[src/rtl/ecc_log_pkg.sv]
// Package: shared register offsets, field positions and enums for the
// DRAM ECC error logger. Assumes a byte-addressed 32-bit register bus.
package ecc_log_pkg;

    localparam int REG_AW = 8;
    localparam int REG_DW = 32;

    localparam logic [REG_AW-1:0] OFS_COUNT   = 8'h00;
    localparam logic [REG_AW-1:0] OFS_FLAGS   = 8'h04;
    localparam logic [REG_AW-1:0] OFS_CTRL    = 8'h08;
    localparam logic [REG_AW-1:0] OFS_SYND    = 8'h0C;
    localparam logic [REG_AW-1:0] OFS_ADDR_LO = 8'h10;
    localparam logic [REG_AW-1:0] OFS_ADDR_HI = 8'h14;
    localparam logic [REG_AW-1:0] OFS_INFO    = 8'h18;

    localparam int FLG_SINGLE_BIT = 0;
    localparam int FLG_DOUBLE_BIT = 16;
    localparam int CNT_DOUBLE_LSB = 16;

    localparam int CTL_POLICY_BIT = 0;
    localparam int CTL_ESEL_LSB   = 16;
    localparam int CTL_START_BIT  = 24;

    localparam int SYN_DERR_BIT   = 0;
    localparam int SYN_SERR_BIT   = 1;
    localparam int SYN_FIELD_LSB  = 16;

    localparam int INF_BANK_LSB   = 0;
    localparam int INF_LRANK_LSB  = 4;
    localparam int INF_PRANK_LSB  = 8;
    localparam int INF_EDGE_LSB   = 16;

    typedef enum logic {
        KIND_SINGLE = 1'b0,
        KIND_DOUBLE = 1'b1
    } err_kind_e;

    localparam int NUM_KINDS = 2;

    typedef enum logic {
        POL_KEEP_LAST  = 1'b0,
        POL_KEEP_FIRST = 1'b1
    } cap_policy_e;

endpackage

[src/rtl/ecc_err_tally.sv]
// Module: per-kind error tally. Keeps a saturating event counter and a
// sticky flag. Assumes clr and hit are single-cycle qualified strobes;
// a clear in the same cycle as a hit is applied before the hit.
module ecc_err_tally #(
    parameter int CNT_W = 16
) (
    input  logic             clk,
    input  logic             rst_n,
    input  logic             clr,
    input  logic             hit,
    output logic [CNT_W-1:0] count,
    output logic             flag
);

    localparam logic [CNT_W-1:0] CNT_MAX = {CNT_W{1'b1}};

    logic [CNT_W-1:0] base;
    logic [CNT_W-1:0] nxt;

    // Next count: clear first, then a saturating increment.
    always_comb begin
        base = clr ? '0 : count;
        nxt  = (hit && (base != CNT_MAX)) ? base + 1'b1 : base;
    end

    // State update for counter and sticky flag.
    always_ff @(posedge clk) begin
        if (!rst_n) begin
            count <= '0;
            flag  <= 1'b0;
        end else begin
            count <= nxt;
            flag  <= hit | (flag & ~clr);
        end
    end

endmodule

[src/rtl/ecc_capture.sv]
// Module: capture stage for one error record. In keep-last mode any event
// loads the record; in keep-first mode only an event arriving while the
// stage is empty or being re-armed does. Double beats single on type.
// Assumes the detail inputs belong to whichever event is reported.
module ecc_capture #(
    parameter int ADDR_W  = 64,
    parameter int SYN_W   = 10,
    parameter int BANK_W  = 4,
    parameter int LRANK_W = 2,
    parameter int PRANK_W = 2,
    parameter int EDGE_W  = 8
) (
    input  logic               clk,
    input  logic               rst_n,
    input  logic               ev_single,
    input  logic               ev_double,
    input  logic               keep_first,
    input  logic               rearm,
    input  logic [ADDR_W-1:0]  in_addr,
    input  logic [SYN_W-1:0]   in_syn,
    input  logic [BANK_W-1:0]  in_bank,
    input  logic [LRANK_W-1:0] in_lrank,
    input  logic [PRANK_W-1:0] in_prank,
    input  logic [EDGE_W-1:0]  in_edge,
    output logic [ADDR_W-1:0]  cap_addr,
    output logic [SYN_W-1:0]   cap_syn,
    output logic               cap_derr,
    output logic               cap_serr,
    output logic [BANK_W-1:0]  cap_bank,
    output logic [LRANK_W-1:0] cap_lrank,
    output logic [PRANK_W-1:0] cap_prank,
    output logic [EDGE_W-1:0]  cap_edge,
    output logic               cap_valid
);

    logic any_ev;
    logic armed;
    logic take;

    // Decide whether this cycle's event replaces the record.
    always_comb begin
        any_ev = ev_single | ev_double;
        armed  = rearm | ~cap_valid;
        take   = any_ev & (~keep_first | armed);
    end

    // Load the record and track whether it holds an error.
    always_ff @(posedge clk) begin
        if (!rst_n) begin
            cap_addr  <= '0;
            cap_syn   <= '0;
            cap_derr  <= 1'b0;
            cap_serr  <= 1'b0;
            cap_bank  <= '0;
            cap_lrank <= '0;
            cap_prank <= '0;
            cap_edge  <= '0;
            cap_valid <= 1'b0;
        end else begin
            if (take) begin
                cap_addr  <= in_addr;
                cap_syn   <= in_syn;
                cap_derr  <= ev_double;
                cap_serr  <= ev_single & ~ev_double;
                cap_bank  <= in_bank;
                cap_lrank <= in_lrank;
                cap_prank <= in_prank;
                cap_edge  <= in_edge;
            end
            cap_valid <= any_ev | (cap_valid & ~rearm);
        end
    end

endmodule

[src/rtl/ecc_info_shadow.sv]
// Module: readable copy of the capture record. Loads the packed record on
// a load strobe and holds it otherwise. Assumes load is one cycle wide.
module ecc_info_shadow #(
    parameter int VEC_W = 92
) (
    input  logic             clk,
    input  logic             rst_n,
    input  logic             load,
    input  logic [VEC_W-1:0] in_vec,
    output logic [VEC_W-1:0] out_vec
);

    // Hold register, updated only by the start strobe.
    always_ff @(posedge clk) begin
        if (!rst_n) begin
            out_vec <= '0;
        end else if (load) begin
            out_vec <= in_vec;
        end
    end

endmodule

[src/rtl/ecc_log_regs.sv]
// Module: register bus front end. Decodes writes into clear, re-arm and
// start strobes, holds the control fields, and builds the read word.
// Assumes byte offsets, 32-bit data and combinational reads.
module ecc_log_regs
    import ecc_log_pkg::*;
#(
    parameter int ADDR_W  = 64,
    parameter int SYN_W   = 10,
    parameter int BANK_W  = 4,
    parameter int LRANK_W = 2,
    parameter int PRANK_W = 2,
    parameter int EDGE_W  = 8,
    parameter int CNT_W   = 16,
    parameter int ESEL_W  = 4
) (
    input  logic               clk,
    input  logic               rst_n,
    input  logic               bus_sel,
    input  logic               bus_wr,
    input  logic [REG_AW-1:0]  bus_addr,
    input  logic [REG_DW-1:0]  bus_wdata,
    output logic [REG_DW-1:0]  bus_rdata,
    input  logic [CNT_W-1:0]   cnt_single,
    input  logic [CNT_W-1:0]   cnt_double,
    input  logic               flag_single,
    input  logic               flag_double,
    input  logic [ADDR_W-1:0]  sh_addr,
    input  logic [SYN_W-1:0]   sh_syn,
    input  logic               sh_derr,
    input  logic               sh_serr,
    input  logic [BANK_W-1:0]  sh_bank,
    input  logic [LRANK_W-1:0] sh_lrank,
    input  logic [PRANK_W-1:0] sh_prank,
    input  logic [EDGE_W-1:0]  sh_edge,
    output logic               clr_single,
    output logic               clr_double,
    output logic               rearm,
    output logic               start_load,
    output logic               keep_first
);

    localparam int ADDR_HI_W = ADDR_W - 32;

    logic              wr_hit;
    logic [ESEL_W-1:0] edge_sel;
    cap_policy_e       policy;

    // Write strobes decoded from the bus.
    always_comb begin
        wr_hit     = bus_sel & bus_wr;
        clr_single = wr_hit && (bus_addr == OFS_FLAGS) && bus_wdata[FLG_SINGLE_BIT];
        clr_double = wr_hit && (bus_addr == OFS_FLAGS) && bus_wdata[FLG_DOUBLE_BIT];
        rearm      = clr_single | clr_double;
        start_load = wr_hit && (bus_addr == OFS_CTRL) && bus_wdata[CTL_START_BIT];
        keep_first = (policy == POL_KEEP_FIRST);
    end

    // Control register: capture policy and edge-select field.
    always_ff @(posedge clk) begin
        if (!rst_n) begin
            policy   <= POL_KEEP_LAST;
            edge_sel <= '0;
        end else if (wr_hit && (bus_addr == OFS_CTRL)) begin
            policy   <= cap_policy_e'(bus_wdata[CTL_POLICY_BIT]);
            edge_sel <= bus_wdata[CTL_ESEL_LSB +: ESEL_W];
        end
    end

    // Read multiplexer; reserved bits and unmapped offsets return zero.
    always_comb begin
        bus_rdata = '0;
        case (bus_addr)
            OFS_COUNT: begin
                bus_rdata[CNT_W-1:0]              = cnt_single;
                bus_rdata[CNT_DOUBLE_LSB +: CNT_W] = cnt_double;
            end
            OFS_FLAGS: begin
                bus_rdata[FLG_SINGLE_BIT] = flag_single;
                bus_rdata[FLG_DOUBLE_BIT] = flag_double;
            end
            OFS_CTRL: begin
                bus_rdata[CTL_POLICY_BIT]          = keep_first;
                bus_rdata[CTL_ESEL_LSB +: ESEL_W]  = edge_sel;
            end
            OFS_SYND: begin
                bus_rdata[SYN_DERR_BIT]            = sh_derr;
                bus_rdata[SYN_SERR_BIT]            = sh_serr;
                bus_rdata[SYN_FIELD_LSB +: SYN_W]  = sh_syn;
            end
            OFS_ADDR_LO: bus_rdata = sh_addr[31:0];
            OFS_ADDR_HI: bus_rdata[ADDR_HI_W-1:0] = sh_addr[ADDR_W-1:32];
            OFS_INFO: begin
                bus_rdata[INF_BANK_LSB +: BANK_W]   = sh_bank;
                bus_rdata[INF_LRANK_LSB +: LRANK_W] = sh_lrank;
                bus_rdata[INF_PRANK_LSB +: PRANK_W] = sh_prank;
                bus_rdata[INF_EDGE_LSB +: EDGE_W]   = sh_edge;
            end
            default: bus_rdata = '0;
        endcase
    end

endmodule

[src/rtl/ecc_err_logger.sv]
// Module: DRAM ECC error logger top. Counts single and double decoder
// events, keeps sticky flags, captures one error record under a
// selectable policy and exposes a start-loaded copy on a register bus.
// Assumes one set of detail inputs shared by both event kinds.
module ecc_err_logger
    import ecc_log_pkg::*;
#(
    parameter int ADDR_W  = 64,
    parameter int SYN_W   = 10,
    parameter int BANK_W  = 4,
    parameter int LRANK_W = 2,
    parameter int PRANK_W = 2,
    parameter int EDGE_W  = 8,
    parameter int CNT_W   = 16,
    parameter int ESEL_W  = 4
) (
    input  logic               clk,
    input  logic               rst_n,
    input  logic               ev_single,
    input  logic               ev_double,
    input  logic [ADDR_W-1:0]  ev_addr,
    input  logic [SYN_W-1:0]   ev_syndrome,
    input  logic [BANK_W-1:0]  ev_bank,
    input  logic [LRANK_W-1:0] ev_lrank,
    input  logic [PRANK_W-1:0] ev_prank,
    input  logic [EDGE_W-1:0]  ev_edge,
    input  logic               bus_sel,
    input  logic               bus_wr,
    input  logic [REG_AW-1:0]  bus_addr,
    input  logic [REG_DW-1:0]  bus_wdata,
    output logic [REG_DW-1:0]  bus_rdata
);

    localparam int REC_W = ADDR_W + SYN_W + 2 + BANK_W + LRANK_W + PRANK_W + EDGE_W;

    logic [NUM_KINDS-1:0] kind_hit;
    logic [NUM_KINDS-1:0] kind_clr;
    logic [NUM_KINDS-1:0] kind_flag;
    logic [CNT_W-1:0]     kind_cnt [NUM_KINDS];

    logic [CNT_W-1:0] cnt_s;
    logic [CNT_W-1:0] cnt_d;
    logic             flag_s;
    logic             flag_d;
    logic             clr_s;
    logic             clr_d;
    logic             rearm;
    logic             start_load;
    logic             keep_first;

    logic [ADDR_W-1:0]  cap_addr;
    logic [SYN_W-1:0]   cap_syn;
    logic               cap_derr;
    logic               cap_serr;
    logic [BANK_W-1:0]  cap_bank;
    logic [LRANK_W-1:0] cap_lrank;
    logic [PRANK_W-1:0] cap_prank;
    logic [EDGE_W-1:0]  cap_edge;
    logic               cap_valid;

    logic [REC_W-1:0] rec_in;
    logic [REC_W-1:0] sh_out;

    logic [ADDR_W-1:0]  sh_addr;
    logic [SYN_W-1:0]   sh_syn;
    logic               sh_derr;
    logic               sh_serr;
    logic [BANK_W-1:0]  sh_bank;
    logic [LRANK_W-1:0] sh_lrank;
    logic [PRANK_W-1:0] sh_prank;
    logic [EDGE_W-1:0]  sh_edge;

    // Route event and clear strobes to the per-kind tallies.
    always_comb begin
        kind_hit[KIND_SINGLE] = ev_single;
        kind_hit[KIND_DOUBLE] = ev_double;
        kind_clr[KIND_SINGLE] = clr_s;
        kind_clr[KIND_DOUBLE] = clr_d;
        cnt_s  = kind_cnt[KIND_SINGLE];
        cnt_d  = kind_cnt[KIND_DOUBLE];
        flag_s = kind_flag[KIND_SINGLE];
        flag_d = kind_flag[KIND_DOUBLE];
    end

    for (genvar k = 0; k < NUM_KINDS; k++) begin : g_tally
        ecc_err_tally #(.CNT_W(CNT_W)) u_tally (
            .clk   (clk),
            .rst_n (rst_n),
            .clr   (kind_clr[k]),
            .hit   (kind_hit[k]),
            .count (kind_cnt[k]),
            .flag  (kind_flag[k])
        );
    end

    ecc_capture #(
        .ADDR_W(ADDR_W), .SYN_W(SYN_W), .BANK_W(BANK_W),
        .LRANK_W(LRANK_W), .PRANK_W(PRANK_W), .EDGE_W(EDGE_W)
    ) u_capture (
        .clk        (clk),
        .rst_n      (rst_n),
        .ev_single  (ev_single),
        .ev_double  (ev_double),
        .keep_first (keep_first),
        .rearm      (rearm),
        .in_addr    (ev_addr),
        .in_syn     (ev_syndrome),
        .in_bank    (ev_bank),
        .in_lrank   (ev_lrank),
        .in_prank   (ev_prank),
        .in_edge    (ev_edge),
        .cap_addr   (cap_addr),
        .cap_syn    (cap_syn),
        .cap_derr   (cap_derr),
        .cap_serr   (cap_serr),
        .cap_bank   (cap_bank),
        .cap_lrank  (cap_lrank),
        .cap_prank  (cap_prank),
        .cap_edge   (cap_edge),
        .cap_valid  (cap_valid)
    );

    // Pack the record for the shadow and unpack its copy.
    always_comb begin
        rec_in = {cap_addr, cap_syn, cap_derr, cap_serr,
                  cap_bank, cap_lrank, cap_prank, cap_edge};
        {sh_addr, sh_syn, sh_derr, sh_serr,
         sh_bank, sh_lrank, sh_prank, sh_edge} = sh_out;
    end

    ecc_info_shadow #(.VEC_W(REC_W)) u_shadow (
        .clk     (clk),
        .rst_n   (rst_n),
        .load    (start_load),
        .in_vec  (rec_in),
        .out_vec (sh_out)
    );

    ecc_log_regs #(
        .ADDR_W(ADDR_W), .SYN_W(SYN_W), .BANK_W(BANK_W),
        .LRANK_W(LRANK_W), .PRANK_W(PRANK_W), .EDGE_W(EDGE_W),
        .CNT_W(CNT_W), .ESEL_W(ESEL_W)
    ) u_regs (
        .clk         (clk),
        .rst_n       (rst_n),
        .bus_sel     (bus_sel),
        .bus_wr      (bus_wr),
        .bus_addr    (bus_addr),
        .bus_wdata   (bus_wdata),
        .bus_rdata   (bus_rdata),
        .cnt_single  (cnt_s),
        .cnt_double  (cnt_d),
        .flag_single (flag_s),
        .flag_double (flag_d),
        .sh_addr     (sh_addr),
        .sh_syn      (sh_syn),
        .sh_derr     (sh_derr),
        .sh_serr     (sh_serr),
        .sh_bank     (sh_bank),
        .sh_lrank    (sh_lrank),
        .sh_prank    (sh_prank),
        .sh_edge     (sh_edge),
        .clr_single  (clr_s),
        .clr_double  (clr_d),
        .rearm       (rearm),
        .start_load  (start_load),
        .keep_first  (keep_first)
    );

endmodule

[config.mk]
export PLATFORM = sky130hd
export DESIGN_NAME = ecc_err_logger
export DESIGN_NICKNAME = d
export VERILOG_FILES = /design/src/rtl/ecc_log_pkg.sv /design/src/rtl/ecc_err_tally.sv /design/src/rtl/ecc_capture.sv /design/src/rtl/ecc_info_shadow.sv /design/src/rtl/ecc_log_regs.sv /design/src/rtl/ecc_err_logger.sv
export SDC_FILE = /design/constraint.sdc
export NUM_CORES = 1
export LEC_CHECK = 0
export ABC_AREA = 1
export BUFFER_PORTS_ARGS = -buffer_cell sky130_fd_sc_hd__buf_2
export CAP_MARGIN = 20
export CORE_UTILIZATION = 49
export CTS_CLUSTER_SIZE = 28
export DETAILED_ROUTE_END_ITERATION = 16
export GPL_ROUTABILITY_DRIVEN = 0
export PLACE_DENSITY = 0.73
export REMOVE_ABC_BUFFERS = 1
export SYNTH_ARGS = -nofsm -noshare
export SYNTH_HDL_FRONTEND = slang
export SYNTH_SLANG_ARGS = --single-unit
[constraint.sdc]
create_clock -name clk -period 5.4 [get_ports clk]
set_clock_uncertainty 0.1 [all_clocks]
set_input_delay 0.27 -clock clk [delete_from_list [all_inputs] [get_ports clk]]
set_output_delay 0.27 -clock clk [all_outputs]
set_load 0.05 [all_outputs]
==> out/results.ini <==
[yosys]
synthArstFlopShare_pct = 0
ys_seq_area_share_pct = 46.16
synth.top_cells.by_count = nor2_1, dfxtp_1, o21ai_0, nand2_1, inv_1
synthSimpleGateAreaFrac_pct = 24.30
synth.area.mux_share_pct = 0
synth_edf_count = 0
synthCells = 1364
avgSynthCellArea_um2 = 7.122
synth_area_leaders = dfxtp_1, nor2_1, o21ai_0
synth_xor_area_share_pct = 0.1803
synth_compound_area_share_pct = 19.06
ys_ff_latch = 224
yosysMostFrequentCell = nor2_1
yosysTopAreaCell = dfxtp_1
ys_warn_count = 0
yosysTopAreaCellShare_pct = 46.16
netlist-cell-type-count = 38
synth_top_family_by_area = simple AND/OR/NAND/NOR gates
synth_area_um2 = 9714
synth-main-ff-cell = dfxtp_1
synth_fa_ha_area_share_pct = 0.2576

[detailed_routing]
viasPerCell = 5.103
vias = 9334
post-route-drc-count = 0
drt-initial-drc-count = 488
ant_nets = 0
routed_wl_mm = 24.93
routedWlPerCell_um = 13.63
first_pass_iters = 6

[critical_path]
r2r-start = u_regs.keep_first
endpoint = bus_rdata[20]
cp.arrival_ps = 2690
r2r_cells = 5
crit_fanout = 16
crit_path_end_kind = output pin
cp-startpoint = bus_addr[7]
r2r_setup_slack_ps = 3180
crit_type = input pin to output pin
r2r_end = u_capture.cap_syn[5]
required_ps = 5030
cp-start-kind = input pin

[clocking]
clock_latency_ps = 530
cts.sinks = 224
clk_pin_slew_ps = 60
post_cts_buffers = 0
root_buffer = clkbuf_16
cts_tree = done
htree_levels = 1
numCtsBuffers = 24
cts_buffer_depth = 3

[sta]
finalSetupTns_ps = 0
hold_ws_ps = 25.58
min_period_ps = 3056
max_slew_margin_pct = 31.62
tightest_slew_ps = 1025
fmax_mhz = 327.2
hold_viol_final = 0
drv_slew = 0
setup_viol_count_final = 0
rsz0062_at_grt = no
fin_crit_sh_pct = 56.59

[cells_and_area]
n_antenna_cell = 0
area_growth_pct = 25.04
seq_area_um2 = 4484
final_area_um2 = 12150
nets = 1687
multi_input_comb_area_um2 = 4270
fill_cells = 1775
drive_above_1_share_pct = 14.26
finalNonFillerCells = 1829

[grt]
grt_start_max_net_pins = 126
grt_pass1_vias = 8622
grt_use_total_pct = 24.64
globalRouteOverflowTotal = 0
grt_first_pass_wirelength_mm = 40.76
antenna_found_initial = 0

[floorplan]
rows = 51
die_x_um = 142.8
initial_core_util_pct = 49.91
chipHeight_um = 142.8
io_pins = 168
die-area_um2 = 20390
coreArea_um2 = 19460

[min_path]
min_path_type = input pin to register
hold_path_startpoint = ev_addr[57]

[placed_design]
place_hpwl_mm = 15.04
place.port_buffers = 141
dpl_cell_area_um2 = 10410
post-place-cells = 1694

[power_and_ir_drop]
p_per_area_nw_per_um2 = 297.4
ir_drop_mv = 0.2590
total_power_w = 0.003613
power.leakage_nw = 5.188

[outcome]
status = finished clean

[run]
drv_cap = 0

cells in the final DEF, fill, tap and decap left out, types with 8 or more instances in the layout:
cell and count:
o21ai_0 176, dfxtp_1 224, a21oi_1 117, nand3_1 66, nand2_1 168, buf_2 140, a221oi_1 8, nor2_1 282
o221ai_1 14, clkbuf_16 25, o22ai_1 13, dlygate4sd3_1 93, buf_4 9, inv_1 138, nor2_2 8, nand2_2 8
nand4_1 11
registers in the layout, summed over array words and instances, names as in the netlist:
| name | count |
|---|---|
| u_regs.edge_sel | 4 |
| u_capture.cap_addr | 64 |
| g_tally.u_tally.flag | 2 |
| u_capture.cap_derr | 1 |
| u_capture.cap_syn | 10 |
| u_capture.cap_prank | 2 |
| u_capture.cap_edge | 8 |
| u_shadow.out_vec | 92 |
| u_capture.cap_serr | 1 |
| u_capture.cap_bank | 4 |
| g_tally.u_tally.count | 32 |
| u_capture.cap_valid | 1 |
| u_capture.cap_lrank | 2 |
| u_regs.keep_first | 1 |
per-stage QoR:
step           worst slack [ps]  util [%]
6_report                   2344     62.41
5_1_grt                    2141     62.41
4_1_cts                    2411     62.27
3_5_place_dp               2020     53.49
3_3_place_gp               2094     53.49
2_1_floorplan             746.6         -
metal layers:
layer  wire (um)  up-vias  track usage, %  part of all wire, %
met1       11380     4282           30.77                   46
met4         574        0           7.810                  2.3
li1            -     4803               -                    -
met2       11860      208           43.47                   48
met5           0        -               0                    0
met3        1118       41           3.689                  4.5
logic make-up (layout without fill, tap and decap cells):
group	count (synthesis)	count (layout)
buffers and inverters	231	431
AOI/OAI and AO/OA	343	343
adders and majority gates	2	2
xor gates and xnor gates	2	2
and+or+nand+nor	562	562
DFF	224	224
worst max-delay path, cell delays in order:
cell	delay (ps)
buf_2	80
nor2_1	60
nand2_1	70
nor2_1	70
nand2_1	550
buf_4	390
inv_1	160
a221oi_1	480
o21ai_0	260
buf_2	270
layout make-up:
cell class                 count  area share (%)
clock buffer                  32           5.614
clock inverter                 9          0.7829
inverter                     147           4.584
multi-input combinational    909           35.16
sequential                   224           36.92
tap                          265           2.730
timing repair buffer         243           14.22
what timing repair did:
item,in CTS,in global routing
resized for setup,0,0
hold buffers,93,0
endpoints found under the hold margin,93,0
endpoints found under the setup margin,0,0
report_power, final:
| group | total [W] | internal, W | switching (W) |
|---|---|---|---|
| clock network | 0.00164 | 0.000976 | 0.000660 |
| logic | 0.000243 | 0.000114 | 0.000129 |
| registers | 0.00173 | 0.00171 | 0.0000270 |
| total | 0.00361 | 0.00280 | 0.000815 |
worst min path at each step:
stage,end,slack [ps],depth (start not counted)
detailed placement,u_shadow.out_vec[51],340,2
global placement,u_shadow.out_vec[49],340,2
finish,u_capture.cap_addr[57],30,3
floorplan,g_tally[1].u_tally.count[9],290,2
global route,u_capture.cap_addr[57],2,3
CTS,u_capture.cap_addr[57],7,3
Power figures use the tool's default switching activity.
